==> config.mk <==
export PLATFORM = sky130hd
export DESIGN_NAME = uart_frame_tx
export DESIGN_NICKNAME = d
export VERILOG_FILES = /design/src/rtl/uart_tx_pkg.sv /design/src/rtl/uart_tx_fmt_reg.sv /design/src/rtl/uart_tx_hold.sv /design/src/rtl/uart_tx_parity.sv /design/src/rtl/uart_tx_shift.sv /design/src/rtl/uart_frame_tx.sv
export SDC_FILE = /design/constraint.sdc
export NUM_CORES = 1
export LEC_CHECK = 0
export BUFFER_PORTS_ARGS = -buffer_cell sky130_fd_sc_hd__buf_2
export CAP_MARGIN = 20
export CELL_PAD_IN_SITES_DETAIL_PLACEMENT = 1
export CELL_PAD_IN_SITES_GLOBAL_PLACEMENT = 1
export CORE_MARGIN = 4
export CORE_UTILIZATION = 46
export DETAILED_ROUTE_END_ITERATION = 12
export HOLD_SLACK_MARGIN = 0.05
export PLACE_DENSITY_LB_ADDON = 0.1
export SLEW_MARGIN = 0
export SYNTH_ARGS = -nofsm -noshare
export SYNTH_HDL_FRONTEND = slang
export SYNTH_HIERARCHICAL = 1
export SYNTH_SLANG_ARGS = --single-unit
==> constraint.sdc <==
create_clock -name clk -period 2.1 [get_ports clk]
set_input_delay 0 -clock clk [delete_from_list [all_inputs] [get_ports clk]]
set_output_delay 0 -clock clk [all_outputs]
set_load 0.01 [all_outputs]
==> src/rtl/uart_tx_pkg.sv <==
package uart_tx_pkg;
  localparam int WLEN_W = 2;

  typedef struct packed {
    logic [WLEN_W-1:0] wlen;
    logic              par_en;
    logic              par_odd;
    logic              stop2;
  } fmt_t;

  localparam fmt_t FMT_RESET = '{wlen: 2'd3, par_en: 1'b0, par_odd: 1'b0, stop2: 1'b0};

  typedef enum logic [2:0] {
    ST_IDLE,
    ST_START,
    ST_DATA,
    ST_PAR,
    ST_STOP
  } tx_state_e;
endpackage

==> src/rtl/uart_tx_fmt_reg.sv <==
module uart_tx_fmt_reg
  import uart_tx_pkg::*;
(
  input  logic clk,
  input  logic rst_n,
  input  logic load,
  input  fmt_t fmt_in,
  output fmt_t fmt_q
);
  always_ff @(posedge clk or negedge rst_n) begin
    if (!rst_n) begin
      fmt_q <= FMT_RESET;
    end else if (load) begin
      fmt_q <= fmt_in;
    end
  end
endmodule

==> src/rtl/uart_tx_hold.sv <==
module uart_tx_hold #(
  parameter int DATA_W = 8
) (
  input  logic              clk,
  input  logic              rst_n,
  input  logic [DATA_W-1:0] in_data,
  input  logic              in_valid,
  output logic              in_ready,
  input  logic              take,
  output logic              full,
  output logic [DATA_W-1:0] data_q
);
  logic accept;

  assign in_ready = !full;
  assign accept   = in_valid && !full;

  always_ff @(posedge clk or negedge rst_n) begin
    if (!rst_n) begin
      full   <= 1'b0;
      data_q <= '0;
    end else if (accept) begin
      full   <= 1'b1;
      data_q <= in_data;
    end else if (take) begin
      full   <= 1'b0;
    end
  end
endmodule

==> src/rtl/uart_tx_parity.sv <==
module uart_tx_parity
  import uart_tx_pkg::*;
#(
  parameter int DATA_W = 8,
  parameter int MIN_W  = 5
) (
  input  logic [DATA_W-1:0] data,
  input  fmt_t              fmt,
  output logic              par_bit
);
  localparam int LEN_W = $clog2(DATA_W + 1);

  logic [LEN_W-1:0]  nbits;
  logic [DATA_W-1:0] mask;

  assign nbits = LEN_W'(MIN_W) + LEN_W'(fmt.wlen);

  for (genvar i = 0; i < DATA_W; i++) begin : g_mask
    assign mask[i] = (LEN_W'(i) < nbits);
  end

  assign par_bit = (^(data & mask)) ^ fmt.par_odd;
endmodule

==> src/rtl/uart_tx_shift.sv <==
module uart_tx_shift
  import uart_tx_pkg::*;
#(
  parameter int DATA_W     = 8,
  parameter int MIN_W      = 5,
  parameter int OVERSAMPLE = 16
) (
  input  logic              clk,
  input  logic              rst_n,
  input  logic              tick,
  input  logic              hold_full,
  input  logic [DATA_W-1:0] hold_data,
  input  fmt_t              fmt,
  input  logic              par_in,
  output logic              take,
  output logic              txd,
  output logic              idle
);
  localparam int CNT_W  = $clog2(OVERSAMPLE);
  localparam int HALF   = OVERSAMPLE / 2;
  localparam int BIDX_W = $clog2(DATA_W + 1);
  localparam logic [CNT_W-1:0] BIT_LAST  = CNT_W'(OVERSAMPLE - 1);
  localparam logic [CNT_W-1:0] HALF_LAST = CNT_W'(HALF - 1);

  tx_state_e          state;
  logic [CNT_W-1:0]   cnt;
  logic [DATA_W-1:0]  sreg;
  logic [BIDX_W-1:0]  bits_left;
  logic               par_q;
  logic               par_en_q;
  logic [2:0]         halves;

  logic [BIDX_W-1:0]  nbits_new;
  logic [2:0]         halves_new;
  logic               frame_end;

  always_comb begin
    nbits_new = BIDX_W'(MIN_W) + BIDX_W'(fmt.wlen);
    if (!fmt.stop2)          halves_new = 3'd2;
    else if (fmt.wlen == '0) halves_new = 3'd3;
    else                     halves_new = 3'd4;
  end

  assign frame_end = tick && (state == ST_STOP) && (cnt == HALF_LAST) && (halves == 3'd1);
  assign take      = hold_full && tick && ((state == ST_IDLE) || frame_end);
  assign idle      = (state == ST_IDLE);

  always_comb begin
    case (state)
      ST_START: txd = 1'b0;
      ST_DATA:  txd = sreg[0];
      ST_PAR:   txd = par_q;
      default:  txd = 1'b1;
    endcase
  end

  always_ff @(posedge clk or negedge rst_n) begin
    if (!rst_n) begin
      state     <= ST_IDLE;
      cnt       <= '0;
      sreg      <= '0;
      bits_left <= '0;
      par_q     <= 1'b0;
      par_en_q  <= 1'b0;
      halves    <= 3'd0;
    end else if (take) begin
      state     <= ST_START;
      cnt       <= '0;
      sreg      <= hold_data;
      bits_left <= nbits_new;
      par_q     <= par_in;
      par_en_q  <= fmt.par_en;
      halves    <= halves_new;
    end else if (tick) begin
      case (state)
        ST_START: begin
          if (cnt == BIT_LAST) begin
            state <= ST_DATA;
            cnt   <= '0;
          end else begin
            cnt <= cnt + 1'b1;
          end
        end
        ST_DATA: begin
          if (cnt == BIT_LAST) begin
            cnt       <= '0;
            sreg      <= sreg >> 1;
            bits_left <= bits_left - 1'b1;
            if (bits_left == BIDX_W'(1)) begin
              state <= par_en_q ? ST_PAR : ST_STOP;
            end
          end else begin
            cnt <= cnt + 1'b1;
          end
        end
        ST_PAR: begin
          if (cnt == BIT_LAST) begin
            state <= ST_STOP;
            cnt   <= '0;
          end else begin
            cnt <= cnt + 1'b1;
          end
        end
        ST_STOP: begin
          if (cnt == HALF_LAST) begin
            cnt <= '0;
            if (halves == 3'd1) state <= ST_IDLE;
            else                halves <= halves - 1'b1;
          end else begin
            cnt <= cnt + 1'b1;
          end
        end
        default: state <= ST_IDLE;
      endcase
    end
  end
endmodule

==> src/rtl/uart_frame_tx.sv <==
module uart_frame_tx
  import uart_tx_pkg::*;
#(
  parameter int DATA_W     = 8,
  parameter int MIN_W      = 5,
  parameter int OVERSAMPLE = 16
) (
  input  logic              clk,
  input  logic              rst_n,
  input  logic              tick16,
  input  logic [DATA_W-1:0] in_data,
  input  logic              in_valid,
  output logic              in_ready,
  input  logic [1:0]        cfg_wlen,
  input  logic              cfg_par_en,
  input  logic              cfg_par_odd,
  input  logic              cfg_stop2,
  input  logic              cfg_load,
  output logic              txd,
  output logic              line_empty
);
  fmt_t              fmt_in;
  fmt_t              fmt_q;
  logic              hold_full;
  logic [DATA_W-1:0] hold_data;
  logic              take;
  logic              par_bit;
  logic              sh_idle;

  assign fmt_in = '{wlen: cfg_wlen, par_en: cfg_par_en, par_odd: cfg_par_odd, stop2: cfg_stop2};

  uart_tx_fmt_reg u_fmt (
    .clk    (clk),
    .rst_n  (rst_n),
    .load   (cfg_load),
    .fmt_in (fmt_in),
    .fmt_q  (fmt_q)
  );

  uart_tx_hold #(.DATA_W(DATA_W)) u_hold (
    .clk      (clk),
    .rst_n    (rst_n),
    .in_data  (in_data),
    .in_valid (in_valid),
    .in_ready (in_ready),
    .take     (take),
    .full     (hold_full),
    .data_q   (hold_data)
  );

  uart_tx_parity #(.DATA_W(DATA_W), .MIN_W(MIN_W)) u_par (
    .data    (hold_data),
    .fmt     (fmt_q),
    .par_bit (par_bit)
  );

  uart_tx_shift #(.DATA_W(DATA_W), .MIN_W(MIN_W), .OVERSAMPLE(OVERSAMPLE)) u_shift (
    .clk       (clk),
    .rst_n     (rst_n),
    .tick      (tick16),
    .hold_full (hold_full),
    .hold_data (hold_data),
    .fmt       (fmt_q),
    .par_in    (par_bit),
    .take      (take),
    .txd       (txd),
    .idle      (sh_idle)
  );

  assign line_empty = sh_idle && !hold_full;
endmodule

==> run summary, run 1 <==
# Max-Cap Violations: 0
Outcome: finished clean
Achievable Freq: 532 MHz
WL met3: 172 um
# nets final: 270
Fillers: 495
Launch point of the worst path: u_shift/cnt[0]
WL met1: 2.30 mm
# H-tree levels: 2
Min-delay worst type: in2reg
Sw power: 1350 uW
Slew @ Worst Pin: 861 ps
# setup viols final: 0
Worst Path Required: 2330 ps
Crit-path max cell delay: 510 ps
Period minus WS final: 1880 ps
Syn-to-layout area delta: 16.4%
RSZ-0062 raised after global routing: no
Hpwl dp: 3.55 mm
Leakage: 0.00117 uW
Register clock-pin slew on the reported worst setup and hold paths: 70 ps
Vias per cell: 5.61
Worst Setup EP: u_shift/cnt[2]
Worst reg2reg path startpoint: u_shift/cnt[0]
Final core utilization: 56.8%
Core area: 4470 um^2
Num ports: 21
CTS tree: built
FF-to-FF path depth: 7
First-pass GRT wire length: 8.94 mm
Clk Latency, worst-skew pair: 290 ps
Max Transition Viols Final: 0
Worst path bufs/invs: 1
Max transition margin: 42.6%
Drt pass-1 iters: 4
Reg2reg setup slack: 220 ps
Comb pwr share: 43.9%
Final GP Congestion: 0.827
Sequential share of power: 41.0%
N_diodes: 0
Share of cells above drive strength 1: 26.0%
Mean Syn Cell Area: 10.4 um^2
Uppermost layer routed: met4
Aggregate global routing overflow: 0
Startpoint types: flip-flop
Detailed Route WL: 4.91 mm
Most frequent cells in the layout: dfrtp_1 (36), nand2_1 (28), buf_2 (20), nor2_1 (19), dlygate4sd3_1 (14)
Post-route DRC: 0
RR Endpoint: u_shift/cnt[2]
Die Area: 5920 um^2
Sw Ratio: 38.9%
Synthesized netlist cell count: 210
Ys async rst share: 100%
Worst Setup End Kind: flip-flop
Clk pwr share: 15.1%
YS warnings: 6
Die Height: 76.9 um
Synthesized area: 2180 um^2
Die W: 76.9 um
# port buffers: 20
Synth unique cells: 53
Pwr dens: 1370 nW/um^2
CP arrival: 2110 ps
Worst-path fanout max: 11
CTS Buf Count: 5
Critical-path cell list: ha_1 -> nand2_2 -> o31ai_4 -> nand2_4 -> inv_4 -> or4b_1 -> nand2_1
Syn nets: 235
All-Layer GR Usage: 18.7%
Synth Register Bits: 38
Clock Skew: 10.6 ps
DR vias: 1671
WS Path Type: reg2reg
Max rail drop VDD: 0.679 mV
Crit path depth: 7
Pin count of the biggest net entering global routing: 39
Sequential share of the synthesized area: 43.6%
Internal power: 2130 uW
Leading cell type in the layout, fill and taps excluded: dfrtp_1
EDFF count, synth: 0
Post-DRT Antenna Nets: 0
Antenna violations before repair: 0
# clock sinks: 38
Hold Path Origin: cfg_load
CTS Buffer Depth: 2
Routed wire per std cell: 16.5 um
Final hold violations: 0
1st-iter DRT viols: 86
CP delay by family, top: simple AND/OR/NAND/NOR gates
Met2 wire len: 2.36 mm
Slowest CP cell: or4b_1
Std-Cell Rows: 24
Final setup TNS: 0 ps
Clk root buf: clkbuf_8
Crit share post-route: 89.5%
Vias in the first global route: 1823
Synth Flop Type: dfrtp_1
Initial core utilization: 48.8%
## through the flow
stage	cells	total power (uW)	cell area, um^2	setup slack, ps	hold WS [ps]
6_report	298	3480	2540	221	49.2
5_1_grt	298	3820	2540	74.3	51.3
4_1_cts	298	3510	2540	135	50.7
3_5_place_dp	276	2930	2300	161	172
3_3_place_gp	276	2860	2300	231	141
2_1_floorplan	210	2580	2180	338	-296
## what timing repair did
action | CTS | global route
resized for setup | 0 | 1
hold endpoints to repair | 49 | 0
endpoints found under the setup margin | 0 | 2
hold buffers | 14 | 0
buffers inserted | 0 | 0
## cells by family (layout without fill, tap and decap cells)
logic type / count (synthesis) / in the layout / share of synthesized area (%)
buffers and inverters: 18 / 54 / 4.93
AOI/OAI and AO/OA: 46 / 46 / 15.0
DFF: 38 / 38 / 43.6
adders and majority gates: 7 / 7 / 4.01
muxes: 17 / 17 / 10.0
xor gates and xnor gates: 8 / 8 / 3.84
and+or+nand+nor: 76 / 76 / 18.6
## layer usage
layer | GRT usage [%] | up-vias
li1 | - | 807
met1 | 24.8 | 822
met2 | 30.3 | 31
met3 | 4.33 | 11
met4 | 5.98 | 0
met5 | 0 | -
## how the worst min path moves through the flow
stage	endpoint	slack (ps)	depth (start not counted)
finish	u_fmt/fmt_q[1]	50	2
global route	u_fmt/fmt_q[1]	50	2
CTS	u_fmt/fmt_q[1]	50	2
detailed placement	u_hold/data_q[1]	170	1
global placement	u_hold/data_q[1]	140	1
floorplan	u_fmt/fmt_q[0]	-300	0
## Yosys cell counts, types with 3 or more instances
cell type,number,area [um^2]
nor3_1,3,15.0
buf_2,6,30.0
a22o_1,3,26.3
mux2_2,7,78.8
ha_1,7,87.6
o22ai_1,6,37.5
a21oi_1,8,40.0
buf_6,4,45.0
inv_1,7,26.3
mux2_4,8,120
o21ai_0,9,45.0
nand2_1,29,109
nor2_1,19,71.3
xnor2_1,6,52.6
a31oi_1,4,25.0
nand2b_1,6,37.5
dfrtp_1,36,901
## flip-flops by register name (all words and copies together), names as in the netlist, 3 cells and up
name and cells:
u_hold/data_q 8, u_shift/cnt 4, u_shift/bits_left 4, u_shift/sreg 8, u_shift/halves 3, u_shift/state 3, u_fmt/fmt_q 5
## worst reg2reg max path, delay by kind of cell (launching register included)
| kind | cells | cell delay, ps |
|---|---|---|
| compound gates | 1 | 120 |
| simple gates | 4 | 930 |
| fa+ha+maj | 1 | 260 |
| buf+inv | 1 | 90 |
| flops | 1 | 410 |
## power by group through the flow
| stage | registers, uW | clock network [uW] | logic [uW] |
|---|---|---|---|
| floorplan | 1260 | 0 | 1320 |
| global placement | 1410 | 0 | 1450 |
| detailed placement | 1440 | 0 | 1490 |
| CTS | 1430 | 545 | 1540 |
| global route | 1480 | 591 | 1740 |
| finish | 1430 | 527 | 1530 |
## area by class of cell
cell class / instances / area, um^2 / area share (%)
clock buffer: 6 / 82.6 / 3.25
inverter: 8 / 32.5 / 1.28
tap: 52 / 65.1 / 2.56
timing repair buffer: 38 / 270 / 10.6
sequential: 38 / 953 / 37.5
multi-input combinational: 154 / 1130 / 44.3
clock inverter: 2 / 12.5 / 0.492
No activity file was read; power rests on OpenSTA's default activity.
==> inputs of run 2 (changes only) <==
Settings changed: CORE_UTILIZATION 46 to 45, SYNTH_HIERARCHICAL 1 to not set.
==> run 2 against run 1 <==
Non-clock buffer count grew 9; count of clock-buffer cells in the layout up 1; sequential power down 3%; first-iteration DRC count down 28%; synthesized cell count fell by 6.2%; synthesized area is 7.8% lower; worst hold slack improved by 56 ps; via count is 2.6% lower; register-to-register slack lost 70 ps.
==> run summary, run 2 <==
Outcome: finished clean
Std-Cell Rows: 24 (unchanged)
Worst Setup End Kind: flip-flop
Post-CTS setup buffer count: 0 (unchanged)
Synth unique cells: 53 (unchanged)
Slew @ Worst Pin: 874 ps (+13.6 ps)
Synthesized netlist cell count: 197 (-6.2%)
Fillers: 476 (-3.8%)
Leading cell type in the layout, fill and taps excluded: dfrtp_1
# clock sinks: 38 (unchanged)
N_diodes: 0 (unchanged)
Syn nets: 223 (-5.1%)
Synth cell count leaders: dfrtp_1 (36), nand2_1 (21), inv_1 (12), o21ai_0 (12), mux2_2 (10)
Sequential share of power: 42.8% (+1.8 points)
Post-route insts no fill: 294 (-1.3%)
Setup WS pre-CTS: 175 ps (+13.5 ps)
Vias in the first global route: 1774 (-2.7%)
First-pass GRT wire length: 8.31 mm (-7.0%)
CTS tree: built
Drt pass-1 iters: 4 (unchanged)
Post-route DRC: 0 (unchanged)
Final GP Congestion: 0.830 (+0.31%)
Cell count after placement: 264 (-4.3%)
Final setup margin: 154 ps (-67.5 ps)
Clk root buf: clkbuf_8
Post-DRT Antenna Nets: 0 (unchanged)
Aggregate global routing overflow: 0 (unchanged)
Synth top area share: 44.7% (+3.5 points)
Die Area: 5610 um^2 (-5.2%)
Routed wire per std cell: 16.6 um (+0.97%)
Ys async rst share: 100% (unchanged)
CTS resizes: 0 (unchanged)
EDFF count, synth: 0 (unchanged)
Final core utilization: 56.8% (about the same)
Die Height: 74.9 um (-2.6%)
Clock Skew: 9.01 ps (-1.60 ps)
Register clock-pin slew on the reported worst setup and hold paths: 80 ps (about the same)
Clk pwr share: 16.5% (+1.4 points)
Antenna violations before repair: 0 (unchanged)
# nets final: 267 (-1.1%)
Internal power: 1970 uW (-7.7%)
Comb pwr share: 40.7% (-3.2 points)
Hpwl dp: 3.28 mm (-7.6%)
RSZ-0062 raised after global routing: yes
Most frequent cells in the layout: dfrtp_1 (36), dlygate4sd3_1 (22), nand2_1 (21), buf_2 (20)
WS Path Type: reg2reg
Synthesized area: 2010 um^2 (-7.8%)
Initial core utilization: 46.3% (-2.6 points)
Synth Register Bits: 38 (unchanged)
Syn-to-layout area delta: 22.8%
# setup viols final: 0 (unchanged)
Detailed Route WL: 4.90 mm (-0.39%)
CTS Buffer Depth: 2 (unchanged)
1st-iter DRT viols: 62 (-28%)
Synth area leaders: dfrtp_1 (45%), mux2_2 (5.6%), ha_1 (5.0%), nand2_1 (3.9%), xnor2_1 (3.5%)
Max rail drop VDD: 0.621 mV (-8.6%)
Core area: 4350 um^2 (-2.7%)
Vias per cell: 5.54 (-1.2%)
Max Transition Viols Final: 0 (unchanged)
Synth Flop Type: dfrtp_1
DR vias: 1628 (-2.6%)
Pin count of the biggest net entering global routing: 39 (unchanged)
YS warnings: 0 (-6)
Leakage: 0.00112 uW (-4.6%)
Mean Syn Cell Area: 10.2 um^2 (-1.7%)
Sw Ratio: 39.0% (+0.090 points)
Num ports: 21 (unchanged)
Clk Latency, worst-skew pair: 300 ps (about the same)
Finished Cell Area: 2470 um^2 (-2.7%)
CP arrival: 2130 ps (+20 ps)
Cell with the most instances after synthesis: dfrtp_1
# Max-Cap Violations: 0 (unchanged)
Share of cells above drive strength 1: 21.9% (-4.1 points)
Achievable Freq: 514 MHz (-3.5%)
Top Registers: u_hold.data_q (8), u_shift.sreg (8), u_fmt.fmt_q (5)
Max transition margin: 41.7% (-0.91 points)
Period minus WS final: 1950 ps (+67.5 ps)
Worst Path Required: 2280 ps (-50 ps)
Min-delay worst type: in2reg
Worst-path fanout max: 6 (-5)
Final hold violations: 0 (unchanged)
Crit share post-route: 92.7% (+3.2 points)
Post-Place Cell Area: 2160 um^2 (-6.2%)
CTS Buf Count: 5 (unchanged)
Startpoint types: flip-flop
Sequential share of the synthesized area: 47.3% (+3.7 points)
Post-synth top area cell: dfrtp_1
Sw power: 1260 uW (-7.3%)
# H-tree levels: 2 (unchanged)
Pwr dens: 1300 nW/um^2 (-5.0%)
# port buffers: 20 (unchanged)
All-Layer GR Usage: 20.0% (+1.3 points)
Die W: 74.9 um (-2.6%)
==> run 2: cell types whose count changed after synthesis, sizes merged, moves of 3 or more <==
cell,delta
nand2b,-5
mux2,-5
nand2,-8
buf,-3
o21ai,+5
clkbuf,+3
nor3,-4
nor2,-9
inv,+4
==> run 2: metal layers <==
layer / wire (um) / vias up / part of all wire, % / GRT usage [%]
met5: 0 / - / 0 / 0
met4: 70 / 0 / 1.4 / 7.71
met3: 173 / 7 / 3.5 / 4.14
met2: 2430 / 31 / 50 / 33.8
met1: 2220 / 804 / 45 / 25.1
li1: - / 786 / - / -
==> run 2: logic make-up (layout without fill, tap and decap cells) <==
logic type	after synthesis	count (layout)	share of synthesized area [%]
mux	12	12	6.58
simple gates	55	55	14.8
flops	38	38	47.3
fa+ha+maj	8	8	4.97
xor+xnor	10	10	4.35
buf+inv	22	67	4.97
compound gates	52	52	17.0
==> run 2: layout make-up <==
type,count,area (um^2),share of cell area [%]
repair buffers,47,358,14.5
clock buffers,7,86.3,3.49
clock inverters,1,5.00,0.202
well taps,52,65.1,2.63
multi-input cells,137,961,38.8
flip-flops and latches,38,953,38.5
inverters,12,45.0,1.82
==> run 2: final timing paths <==
path                                start                 to  slack, ps  cells past startpoint
setup / recovery           u_shift.cnt[0]  u_shift.halves[2]        150                      6
hold / removal                     tick16   u_shift.state[1]        110                      3
hold reg to reg            u_fmt.fmt_q[2]   u_shift.par_en_q        480                      2
setup reg to reg           u_shift.cnt[0]  u_shift.halves[2]        150                      6
min in group asynchronous           rst_n   u_shift.state[0]        370                      2
max in group asynchronous           rst_n  u_shift.halves[2]       1180                      2
==> run 2: power groups by stage <==
stage	clock network, uW	registers [uW]	logic, uW
2_1_floorplan	0	1250	1050
3_3_place_gp	0	1350	1210
3_5_place_dp	0	1390	1280
4_1_cts	558	1380	1320
5_1_grt	581	1430	1480
6_report	530	1380	1310
==> run 2: through the flow <==
step	hold slack, ps	setup TNS [ps]	power (uW)
floorplan	-296	0	2300
global placement	146	0	2560
detailed placement	164	0	2670
CTS	91.3	0	3260
global route	123	-2.56	3490
finish	105	0	3220
==> run 2: worst max-delay path, cell delays in order, from the launching register on <==
cell and delay (ps):
dfrtp_1 400, ha_1 260, nand2_2 110, o31ai_2 250, and4_1 360, nor4b_1 100, a2111o_1 340
==> run 2: timing repair <==
item	in CTS	in global routing
hold endpoints to repair	50	0
endpoints found under the setup margin	0	1
hold buffers	22	0
